File: src/rtl/qspi_slv_pkg.sv
package qspi_slv_pkg;

    localparam int DEF_LANES   = 4;
    localparam int DEF_MAX_CYC = 16;
    localparam int DEF_STAGES  = 2;

    typedef enum logic {
        PH_IDLE  = 1'b0,
        PH_SHIFT = 1'b1
    } phase_e;

endpackage

File: src/rtl/qspi_slv_sync.sv
module qspi_slv_sync #(
    parameter int              W       = 6,
    parameter int              STAGES  = 2,
    parameter logic [W-1:0]    RST_VAL = '0
) (
    input  logic         clk,
    input  logic         rst_n,
    input  logic [W-1:0] d,
    output logic [W-1:0] q
);

    logic [W-1:0] stg_q [STAGES];

    for (genvar s = 0; s < STAGES; s++) begin : g_stg
        if (s == 0) begin : g_first
            always_ff @(posedge clk or negedge rst_n) begin
                if (!rst_n) stg_q[s] <= RST_VAL;
                else        stg_q[s] <= d;
            end
        end else begin : g_next
            always_ff @(posedge clk or negedge rst_n) begin
                if (!rst_n) stg_q[s] <= RST_VAL;
                else        stg_q[s] <= stg_q[s-1];
            end
        end
    end

    assign q = stg_q[STAGES-1];

endmodule

File: src/rtl/qspi_slv_shifter.sv
module qspi_slv_shifter
    import qspi_slv_pkg::*;
#(
    parameter int LANES   = DEF_LANES,
    parameter int MAX_CYC = DEF_MAX_CYC,
    parameter int LEN_W   = $clog2(MAX_CYC),
    parameter int SH_W    = LANES * MAX_CYC
) (
    input  logic             clk,
    input  logic             rst_n,
    input  logic             sel,
    input  logic             sclk_lvl,
    input  logic             sclk_rise,
    input  logic             sclk_fall,
    input  logic [LANES-1:0] din,
    input  logic [LEN_W-1:0] len,
    input  logic             tx_valid,
    input  logic [SH_W-1:0]  tx_word,
    output logic             tx_take,
    output logic             done,
    output logic [SH_W-1:0]  rx_word,
    output logic [LANES-1:0] dout
);

    typedef struct packed {
        logic [SH_W-1:0]  sh;
        logic [LEN_W-1:0] cnt;
        phase_e           ph;
        logic [LANES-1:0] dout;
    } shf_st_t;

    shf_st_t st_q, st_d;

    function automatic logic [LANES-1:0] lead_nib(input logic [SH_W-1:0] v,
                                                  input logic [LEN_W-1:0] l);
        return LANES'(v >> (LANES * int'(l)));
    endfunction

    function automatic logic [SH_W-1:0] word_mask(input logic [LEN_W-1:0] l);
        return {SH_W{1'b1}} >> (SH_W - LANES * (int'(l) + 1));
    endfunction

    logic edge_in;
    assign edge_in = sel && sclk_rise;

    always_comb begin
        st_d    = st_q;
        tx_take = 1'b0;
        done    = 1'b0;
        rx_word = '0;

        if (!sel) begin
            if (st_q.ph == PH_SHIFT) begin
                st_d.ph  = PH_IDLE;
                st_d.cnt = '0;
                st_d.sh  = '0;
            end
        end else if (sclk_rise) begin
            st_d.sh = {st_q.sh[SH_W-LANES-1:0], din};
            st_d.ph = PH_SHIFT;
            if (st_q.cnt == len) begin
                done     = 1'b1;
                st_d.cnt = '0;
                st_d.ph  = PH_IDLE;
                rx_word  = st_d.sh & word_mask(len);
            end else begin
                st_d.cnt = st_q.cnt + 1'b1;
            end
        end

        if (st_q.ph == PH_IDLE && st_d.ph == PH_IDLE && !edge_in && tx_valid) begin
            st_d.sh = tx_word;
            tx_take = 1'b1;
        end

        if (sel && sclk_fall) begin
            st_d.dout = lead_nib(st_q.sh, len);
        end else if (st_d.ph == PH_IDLE && !sclk_lvl) begin
            st_d.dout = lead_nib(st_d.sh, len);
        end
    end

    always_ff @(posedge clk or negedge rst_n) begin
        if (!rst_n) begin
            st_q <= '{sh: '0, cnt: '0, ph: PH_IDLE, dout: '0};
        end else begin
            st_q <= st_d;
        end
    end

    assign dout = st_q.dout;


    abort_clears_chk: assert property (@(posedge clk) disable iff (!rst_n)
        (!sel && st_q.ph == PH_SHIFT) |=> (st_q.ph == PH_IDLE && st_q.cnt == '0 && st_q.sh == '0));


    cnt_in_frame_chk: assert property (@(posedge clk) disable iff (!rst_n)
        (st_q.ph == PH_SHIFT) |-> (st_q.cnt <= len));


    load_when_idle_chk: assert property (@(posedge clk) disable iff (!rst_n)
        tx_take |-> (st_q.ph == PH_IDLE));


    no_done_unselected_chk: assert property (@(posedge clk) disable iff (!rst_n)
        !sel |-> !done);

endmodule

File: src/rtl/qspi_slv_bufs.sv
module qspi_slv_bufs #(
    parameter int SH_W = 64
) (
    input  logic            clk,
    input  logic            rst_n,
    input  logic            sel,
    input  logic            wr_tx,
    input  logic [SH_W-1:0] wdata,
    input  logic            rd_rx,
    input  logic            ovr_clr,
    input  logic            tx_take,
    input  logic            done,
    input  logic [SH_W-1:0] rx_word,
    output logic            tx_valid,
    output logic [SH_W-1:0] tx_word,
    output logic [SH_W-1:0] rx_data,
    output logic            rx_full,
    output logic            ovr
);

    typedef struct packed {
        logic [SH_W-1:0] tx_buf;
        logic            tx_full;
        logic [SH_W-1:0] rx_buf;
        logic            rx_full;
        logic            ovr;
    } buf_st_t;

    buf_st_t b_q, b_d;

    logic wr_ok, rd_ok;
    assign wr_ok = sel && wr_tx;
    assign rd_ok = sel && rd_rx;

    always_comb begin
        b_d = b_q;
        if (tx_take) b_d.tx_full = 1'b0;
        if (wr_ok) begin
            b_d.tx_buf  = wdata;
            b_d.tx_full = 1'b1;
        end
        if (rd_ok)   b_d.rx_full = 1'b0;
        if (ovr_clr) b_d.ovr     = 1'b0;
        if (done) begin
            b_d.rx_buf  = rx_word;
            b_d.rx_full = 1'b1;
            if (b_q.rx_full && !rd_ok) b_d.ovr = 1'b1;
        end
    end

    always_ff @(posedge clk or negedge rst_n) begin
        if (!rst_n) begin
            b_q <= '{tx_buf: '0, tx_full: 1'b0, rx_buf: '0, rx_full: 1'b0, ovr: 1'b0};
        end else begin
            b_q <= b_d;
        end
    end

    assign tx_valid = b_q.tx_full;
    assign tx_word  = b_q.tx_buf;
    assign rx_data  = b_q.rx_buf;
    assign rx_full  = b_q.rx_full;
    assign ovr      = b_q.ovr;


    ovr_on_refill_chk: assert property (@(posedge clk) disable iff (!rst_n)
        (done && b_q.rx_full && !rd_ok) |=> b_q.ovr);


    gated_write_chk: assert property (@(posedge clk) disable iff (!rst_n)
        (!sel && wr_tx && !b_q.tx_full) |=> !b_q.tx_full);


    read_clears_chk: assert property (@(posedge clk) disable iff (!rst_n)
        (rd_ok && !done) |=> !b_q.rx_full);


    full_after_frame_chk: assert property (@(posedge clk) disable iff (!rst_n)
        done |=> (b_q.rx_full && b_q.rx_buf == $past(rx_word)));

endmodule

File: src/rtl/qspi_slave_core.sv
module qspi_slave_core
    import qspi_slv_pkg::*;
#(
    parameter int LANES   = DEF_LANES,
    parameter int MAX_CYC = DEF_MAX_CYC,
    parameter int STAGES  = DEF_STAGES,
    parameter int LEN_W   = $clog2(MAX_CYC),
    parameter int SH_W    = LANES * MAX_CYC
) (
    input  logic             clk,
    input  logic             rst_n,
    input  logic             ss_n,
    input  logic             sclk,
    input  logic [LANES-1:0] sd_i,
    output logic [LANES-1:0] sd_o,
    output logic [LANES-1:0] sd_oe,
    input  logic [LEN_W-1:0] cfg_len,
    input  logic             tx_wr,
    input  logic [SH_W-1:0]  tx_wdata,
    input  logic             rx_rd,
    output logic [SH_W-1:0]  rx_rdata,
    input  logic             ovr_clr,
    output logic             tx_empty,
    output logic             rx_full,
    output logic             overrun
);

    localparam int              SYNC_W   = LANES + 2;
    localparam logic [SYNC_W-1:0] SYNC_RST = {1'b1, {(LANES + 1){1'b0}}};

    typedef struct packed {
        logic sclk_prev;
    } edge_st_t;

    logic [SYNC_W-1:0] pins_s;
    logic              ss_n_s, sclk_s;
    logic [LANES-1:0]  sd_s;

    qspi_slv_sync #(
        .W       (SYNC_W),
        .STAGES  (STAGES),
        .RST_VAL (SYNC_RST)
    ) sync_i (
        .clk   (clk),
        .rst_n (rst_n),
        .d     ({ss_n, sclk, sd_i}),
        .q     (pins_s)
    );

    assign {ss_n_s, sclk_s, sd_s} = pins_s;

    edge_st_t e_q, e_d;

    always_comb begin
        e_d           = e_q;
        e_d.sclk_prev = sclk_s;
    end

    always_ff @(posedge clk or negedge rst_n) begin
        if (!rst_n) e_q <= '{sclk_prev: 1'b0};
        else        e_q <= e_d;
    end

    logic sel, sclk_rise, sclk_fall;
    assign sel       = !ss_n_s;
    assign sclk_rise = sclk_s && !e_q.sclk_prev;
    assign sclk_fall = !sclk_s && e_q.sclk_prev;

    logic            tx_valid, tx_take, frame_done;
    logic [SH_W-1:0] tx_word, rx_word;

    qspi_slv_shifter #(
        .LANES   (LANES),
        .MAX_CYC (MAX_CYC),
        .LEN_W   (LEN_W),
        .SH_W    (SH_W)
    ) shf_i (
        .clk       (clk),
        .rst_n     (rst_n),
        .sel       (sel),
        .sclk_lvl  (sclk_s),
        .sclk_rise (sclk_rise),
        .sclk_fall (sclk_fall),
        .din       (sd_s),
        .len       (cfg_len),
        .tx_valid  (tx_valid),
        .tx_word   (tx_word),
        .tx_take   (tx_take),
        .done      (frame_done),
        .rx_word   (rx_word),
        .dout      (sd_o)
    );

    logic ovr_flag;

    qspi_slv_bufs #(
        .SH_W (SH_W)
    ) bufs_i (
        .clk      (clk),
        .rst_n    (rst_n),
        .sel      (sel),
        .wr_tx    (tx_wr),
        .wdata    (tx_wdata),
        .rd_rx    (rx_rd),
        .ovr_clr  (ovr_clr),
        .tx_take  (tx_take),
        .done     (frame_done),
        .rx_word  (rx_word),
        .tx_valid (tx_valid),
        .tx_word  (tx_word),
        .rx_data  (rx_rdata),
        .rx_full  (rx_full),
        .ovr      (ovr_flag)
    );

    assign tx_empty = !tx_valid;
    assign overrun  = ovr_flag;
    assign sd_oe    = {LANES{sel}};


    rise_gated_chk: assert property (@(posedge clk) disable iff (!rst_n)
        (sclk_rise && !sel) |-> !frame_done);


    take_needs_word_chk: assert property (@(posedge clk) disable iff (!rst_n)
        tx_take |-> tx_valid);


    empty_after_take_chk: assert property (@(posedge clk) disable iff (!rst_n)
        (tx_take && !(tx_wr && sel)) |=> tx_empty);

endmodule

File: config.mk
export PLATFORM = sky130hd
export DESIGN_NAME = qspi_slave_core
export DESIGN_NICKNAME = d
export VERILOG_FILES = /design/src/rtl/qspi_slv_pkg.sv /design/src/rtl/qspi_slv_sync.sv /design/src/rtl/qspi_slv_shifter.sv /design/src/rtl/qspi_slv_bufs.sv /design/src/rtl/qspi_slave_core.sv
export SDC_FILE = /design/constraint.sdc
export NUM_CORES = 1
export LEC_CHECK = 0
export ABC_AREA = 1
export BUFFER_PORTS_ARGS = -buffer_cell sky130_fd_sc_hd__buf_2
export CAP_MARGIN = 20
export CORE_MARGIN = 1
export CORE_UTILIZATION = 40
export CTS_BUF_LIST = sky130_fd_sc_hd__clkbuf_4
export DETAILED_ROUTE_END_ITERATION = 7
export PLACE_DENSITY = 0.71
export REMOVE_ABC_BUFFERS = 1
export SYNTH_ARGS = -nofsm -noshare
export SYNTH_HDL_FRONTEND = slang
export SYNTH_HIERARCHICAL = 1
export SYNTH_SLANG_ARGS = --single-unit
File: constraint.sdc
create_clock -name clk -period 2.1 [get_ports clk]
set_input_delay 0.315 -clock clk [delete_from_list [all_inputs] [get_ports clk]]
set_output_delay 0.315 -clock clk [all_outputs]
set_load 0.02 [all_outputs]
==> impl_metrics.prom <==
# TYPE chip_impl_metric gauge
chip_impl_info{name="setup.worst_path.class",value="reg2out"} 1
chip_impl_metric{name="post-route-period-util",unit="%"} 96.8
chip_impl_metric{name="final_hold_viol_count",unit=""} 0
chip_impl_metric{name="tritoncts_buffers",unit=""} 58
chip_impl_metric{name="std_cell_rows",unit=""} 62
chip_impl_metric{name="grt_pass1_wl",unit="mm"} 62.7
chip_impl_metric{name="clk_latency",unit="ns"} 0.70
chip_impl_info{name="postSynth.topFlopCell",value="sky130_fd_sc_hd__dfrtp_1"} 1
chip_impl_metric{name="die_width",unit="um"} 174
chip_impl_metric{name="effective_utilization_at_floorplan",unit="%"} 40.9
chip_impl_metric{name="critPathMaxFanout",unit=""} 34
chip_impl_metric{name="p_leak",unit="nW"} 8.13
chip_impl_metric{name="regToRegSetupSlack",unit="ns"} 0.08
chip_impl_metric{name="grt_pass1_vias",unit=""} 12000
chip_impl_metric{name="drt-total-wl",unit="mm"} 38.9
chip_impl_metric{name="combined_area_of_the_multi_input_logic_cells",unit="sq um"} 5350
chip_impl_metric{name="routedWlPerCell",unit="um"} 16.7
chip_impl_metric{name="worst_ep_required_time",unit="ns"} 1.78
chip_impl_metric{name="grt_antenna_before_repair",unit=""} 1
chip_impl_metric{name="port_buffers",unit=""} 153
chip_impl_metric{name="summed_instance_area_of_the_synthesized_netlist",unit="sq um"} 11800
chip_impl_info{name="critical_path_startpoint_category",value="flop"} 1
chip_impl_metric{name="synth.lib_cells_used.distinct",unit=""} 31
chip_impl_metric{name="cts.repair_timing.setup_buffer_count",unit=""} 0
chip_impl_info{name="grt_setup_unrepaired",value="true"} 1
chip_impl_metric{name="via_count",unit=""} 12300
chip_impl_metric{name="fillers",unit=""} 2881
chip_impl_info{name="holdCritPathClass",value="in2async"} 1
chip_impl_metric{name="timing.setup.tns",unit="ns"} 0
chip_impl_info{name="critPathLaunch",value="sync_i/q[5]$_DFF_PN1_"} 1
chip_impl_metric{name="die-area",unit="sq um"} 30200
chip_impl_metric{name="synth_seq_cells",unit=""} 217
chip_impl_metric{name="numClockSinks",unit=""} 217
chip_impl_metric{name="synth-warning-count",unit=""} 6
chip_impl_info{name="crit-reg2reg-launch",value="sync_i/q[5]$_DFF_PN1_"} 1
chip_impl_metric{name="die_y",unit="um"} 174
chip_impl_info{name="crit_path_cell_trace",value="inv_2 -> buf_8 -> buf_2"} 1
chip_impl_info{name="critPathSlowestCell",value="sky130_fd_sc_hd__dfstp_2"} 1
chip_impl_metric{name="ys_async_sr_fraction",unit="%"} 100
chip_impl_metric{name="ir_worst_vdd",unit="mV"} 0.381
chip_impl_info{name="endpoint_kind",value="output port"} 1
chip_impl_info{name="most-common-layout-cells",value="sky130_fd_sc_hd__nand2_1, sky130_fd_sc_hd__nand3_1, sky130_fd_sc_hd__dfrtp_1"} 1
chip_impl_metric{name="synth_sequential_area_ratio",unit="%"} 46.0
chip_impl_metric{name="timing.final.crit_period",unit="ns"} 2.03
chip_impl_metric{name="ctsLongestPathBuffers",unit=""} 3
chip_impl_metric{name="final_layout_size_suffix_gt1_share",unit="%"} 20.2
chip_impl_metric{name="grt_usage",unit="%"} 25.8
chip_impl_metric{name="post_synth.cell_area_avg",unit="sq um"} 7.23
chip_impl_metric{name="detailed_place_hpwl",unit="mm"} 25.8
chip_impl_info{name="layout_commonest_cell",value="sky130_fd_sc_hd__nand2_1"} 1
chip_impl_metric{name="vias_per_cell",unit=""} 5.27
chip_impl_metric{name="timing.final.setup_violations",unit=""} 0
chip_impl_metric{name="antenna_violating_nets_post_route",unit=""} 0
chip_impl_metric{name="slew_viol_final",unit=""} 0
chip_impl_metric{name="critPathMaxStageDelay",unit="ns"} 0.37
chip_impl_metric{name="drtPass1Iterations",unit=""} 5
chip_impl_info{name="clock_tree.root_cell",value="sky130_fd_sc_hd__clkbuf_4"} 1
chip_impl_info{name="crit_end",value="sd_oe[2]"} 1
chip_impl_metric{name="remaining_max_slew_budget_at_the_tightest_pin",unit="%"} 54.4
chip_impl_metric{name="fin_worst_skew",unit="ns"} 0.0308
chip_impl_metric{name="synthesis.instances",unit=""} 1634
chip_impl_metric{name="syn_to_final_growth",unit="%"} 27.0
chip_impl_metric{name="max_cap_viol_count",unit=""} 0
chip_impl_info{name="tritoncts",value="built"} 1
chip_impl_metric{name="top_level_ports",unit=""} 154
chip_impl_metric{name="count_of_nets_after_finishing",unit=""} 1983
chip_impl_metric{name="worst_slew_pin_slew",unit="ns"} 0.684
chip_impl_metric{name="f_max",unit="GHz"} 0.492
chip_impl_metric{name="worst_r2r_path_depth",unit=""} 12
chip_impl_metric{name="grt_max_degree",unit=""} 65
chip_impl_metric{name="critPathArrivalTime",unit="ns"} 1.72
chip_impl_metric{name="cts_max_level",unit=""} 2
chip_impl_metric{name="gpl.final_weighted_congestion",unit=""} 0.950
chip_impl_metric{name="clk_transition_reported_paths",unit="ns"} 0.07
chip_impl_metric{name="core_area",unit="sq um"} 28900
chip_impl_metric{name="edff_count_synth",unit=""} 0
chip_impl_metric{name="pwr_density_cell",unit="nW/um^2"} 781
chip_impl_metric{name="layout.area.seq",unit="sq um"} 5430
chip_impl_info{name="reg_to_reg_critical_path_endpoint",value="shf_i/dout[2]$_DFFE_PN0P_"} 1
chip_impl_info{name="status",value="complete, no violations"} 1
chip_impl_metric{name="drt_drc_violations_left",unit=""} 0
chip_impl_metric{name="initialDrtViolationCount",unit=""} 1115
chip_impl_metric{name="post-route-util",unit="%"} 51.9
chip_impl_metric{name="gr-total-overflow",unit=""} 0
chip_impl_metric{name="worst_hold_slack_after_final_layout",unit="ns"} 0.128
area by class of cell:
| type | instances | share of cell area [%] |
|---|---|---|
| sequential | 217 | 36.2 |
| clock buffer | 86 | 4.31 |
| antenna | 1 | 0.0167 |
| multi-input combinational | 1191 | 35.7 |
| timing repair buffer | 331 | 17.4 |
| tap | 384 | 3.21 |
| clock inverter | 13 | 0.501 |
| inverter | 103 | 2.64 |
state kept, by name, indices dropped and copies added, names as in the netlist:
register / flops
shf_i/st_q: 69
sync_i/stg_q: 6
bufs_i/tx_valid: 1
sync_i/q: 6
bufs_i/tx_word: 64
shf_i/dout: 4
bufs_i/ovr: 1
bufs_i/rx_full: 1
e_q: 1
bufs_i/rx_data: 64
cells in the mapped netlist, types with 2 or more instances:
library cell / number / share of area [%]
sky130_fd_sc_hd__o21ai_0: 115 / 4.9
sky130_fd_sc_hd__buf_6: 5 / 0.48
sky130_fd_sc_hd__nor3_1: 44 / 1.9
sky130_fd_sc_hd__xor2_1: 7 / 0.52
sky130_fd_sc_hd__buf_4: 34 / 2.2
sky130_fd_sc_hd__buf_2: 41 / 1.7
sky130_fd_sc_hd__nor3_2: 16 / 1.4
sky130_fd_sc_hd__inv_2: 6 / 0.19
sky130_fd_sc_hd__nand3_1: 250 / 11
sky130_fd_sc_hd__or2_4: 2 / 0.15
sky130_fd_sc_hd__nand3_2: 2 / 0.17
sky130_fd_sc_hd__dfstp_2: 2 / 0.45
sky130_fd_sc_hd__inv_1: 97 / 3.1
sky130_fd_sc_hd__clkbuf_1: 41 / 1.3
sky130_fd_sc_hd__nand2_2: 3 / 0.16
sky130_fd_sc_hd__buf_1: 2 / 0.064
sky130_fd_sc_hd__dfrtp_1: 215 / 46
sky130_fd_sc_hd__o21ai_1: 5 / 0.21
sky130_fd_sc_hd__ha_1: 2 / 0.21
sky130_fd_sc_hd__nor2_2: 2 / 0.11
sky130_fd_sc_hd__nor2_1: 14 / 0.45
sky130_fd_sc_hd__nand2_1: 653 / 21
sky130_fd_sc_hd__a21oi_1: 68 / 2.9
where the power goes:
group	leakage, nW	total [W]	switching (W)	internal (W)
logic	4.86	0.00300	0.00189	0.00110
clock network	0.434	0.00374	0.00177	0.00197
registers	2.83	0.00498	0.000312	0.00467
total	8.13	0.0117	0.00397	0.00774
per-layer routing:
layer / part of all wire [%] / vias to the layer above / GRT usage [%]
li1: - / 5824 / -
met1: 43 / 5742 / 34.9
met2: 46 / 590 / 41.3
met3: 8.4 / 96 / 4.54
met4: 3.3 / 0 / 9.47
met5: 0 / - / 0
worst max-delay path, delay by kind of cell (launching register included):
| family | cells | cell delay, ns |
|---|---|---|
| flip-flops | 1 | 0.37 |
| buffers and inverters | 3 | 0.65 |
worst min path at each step:
stage,start,end,depth (start not counted)
global route,rst_n,bufs_i/rx_data[17]$_DFFE_PN0P_,2
CTS,rst_n,bufs_i/rx_data[17]$_DFFE_PN0P_,2
finish,rst_n,bufs_i/rx_data[17]$_DFFE_PN0P_,2
detailed placement,rst_n,sync_i/stg_q[9]$_DFF_PN0_,1
global placement,rst_n,sync_i/stg_q[9]$_DFF_PN0_,1
floorplan,rst_n,bufs_i/ovr$_DFF_PN0_,0
metrics by stage:
step,setup slack (ns),total power (W),instances,area (sq um)
final,0.0679,0.0117,2326,15000
after floorplan,-4.37,0.00662,1511,11100
after global routing,-0.0362,0.0124,2326,15000
after detailed placement,-0.148,0.00780,2151,13400
after CTS,-0.0285,0.0117,2323,14900
after global placement,-0.0892,0.00773,2151,13400
repair_timing:
item                                    in CTS  in global routing
pin swaps                                    0                  1
hold buffers                                73                  0
resized for setup                            3                 18
gates cloned                                 0                  2
hold endpoints to repair                   287                  0
endpoints found under the setup margin       8                  4
logic make-up (layout without fill, tap and decap cells):
group / count (synthesis) / count (layout) / share of synthesized area (%)
AND/OR/NAND/NOR: 989 / 989 / 35.9
adder cells (fa/ha/maj): 2 / 2 / 0.212
AO/OA/AOI/OAI: 193 / 193 / 8.31
XOR/XNOR: 7 / 7 / 0.519
buffers and inverters: 226 / 533 / 9.02
flip-flops: 217 / 217 / 46.0
other: 0 / 1 / 0
Note: power is estimated with default switching activity, not from simulation.
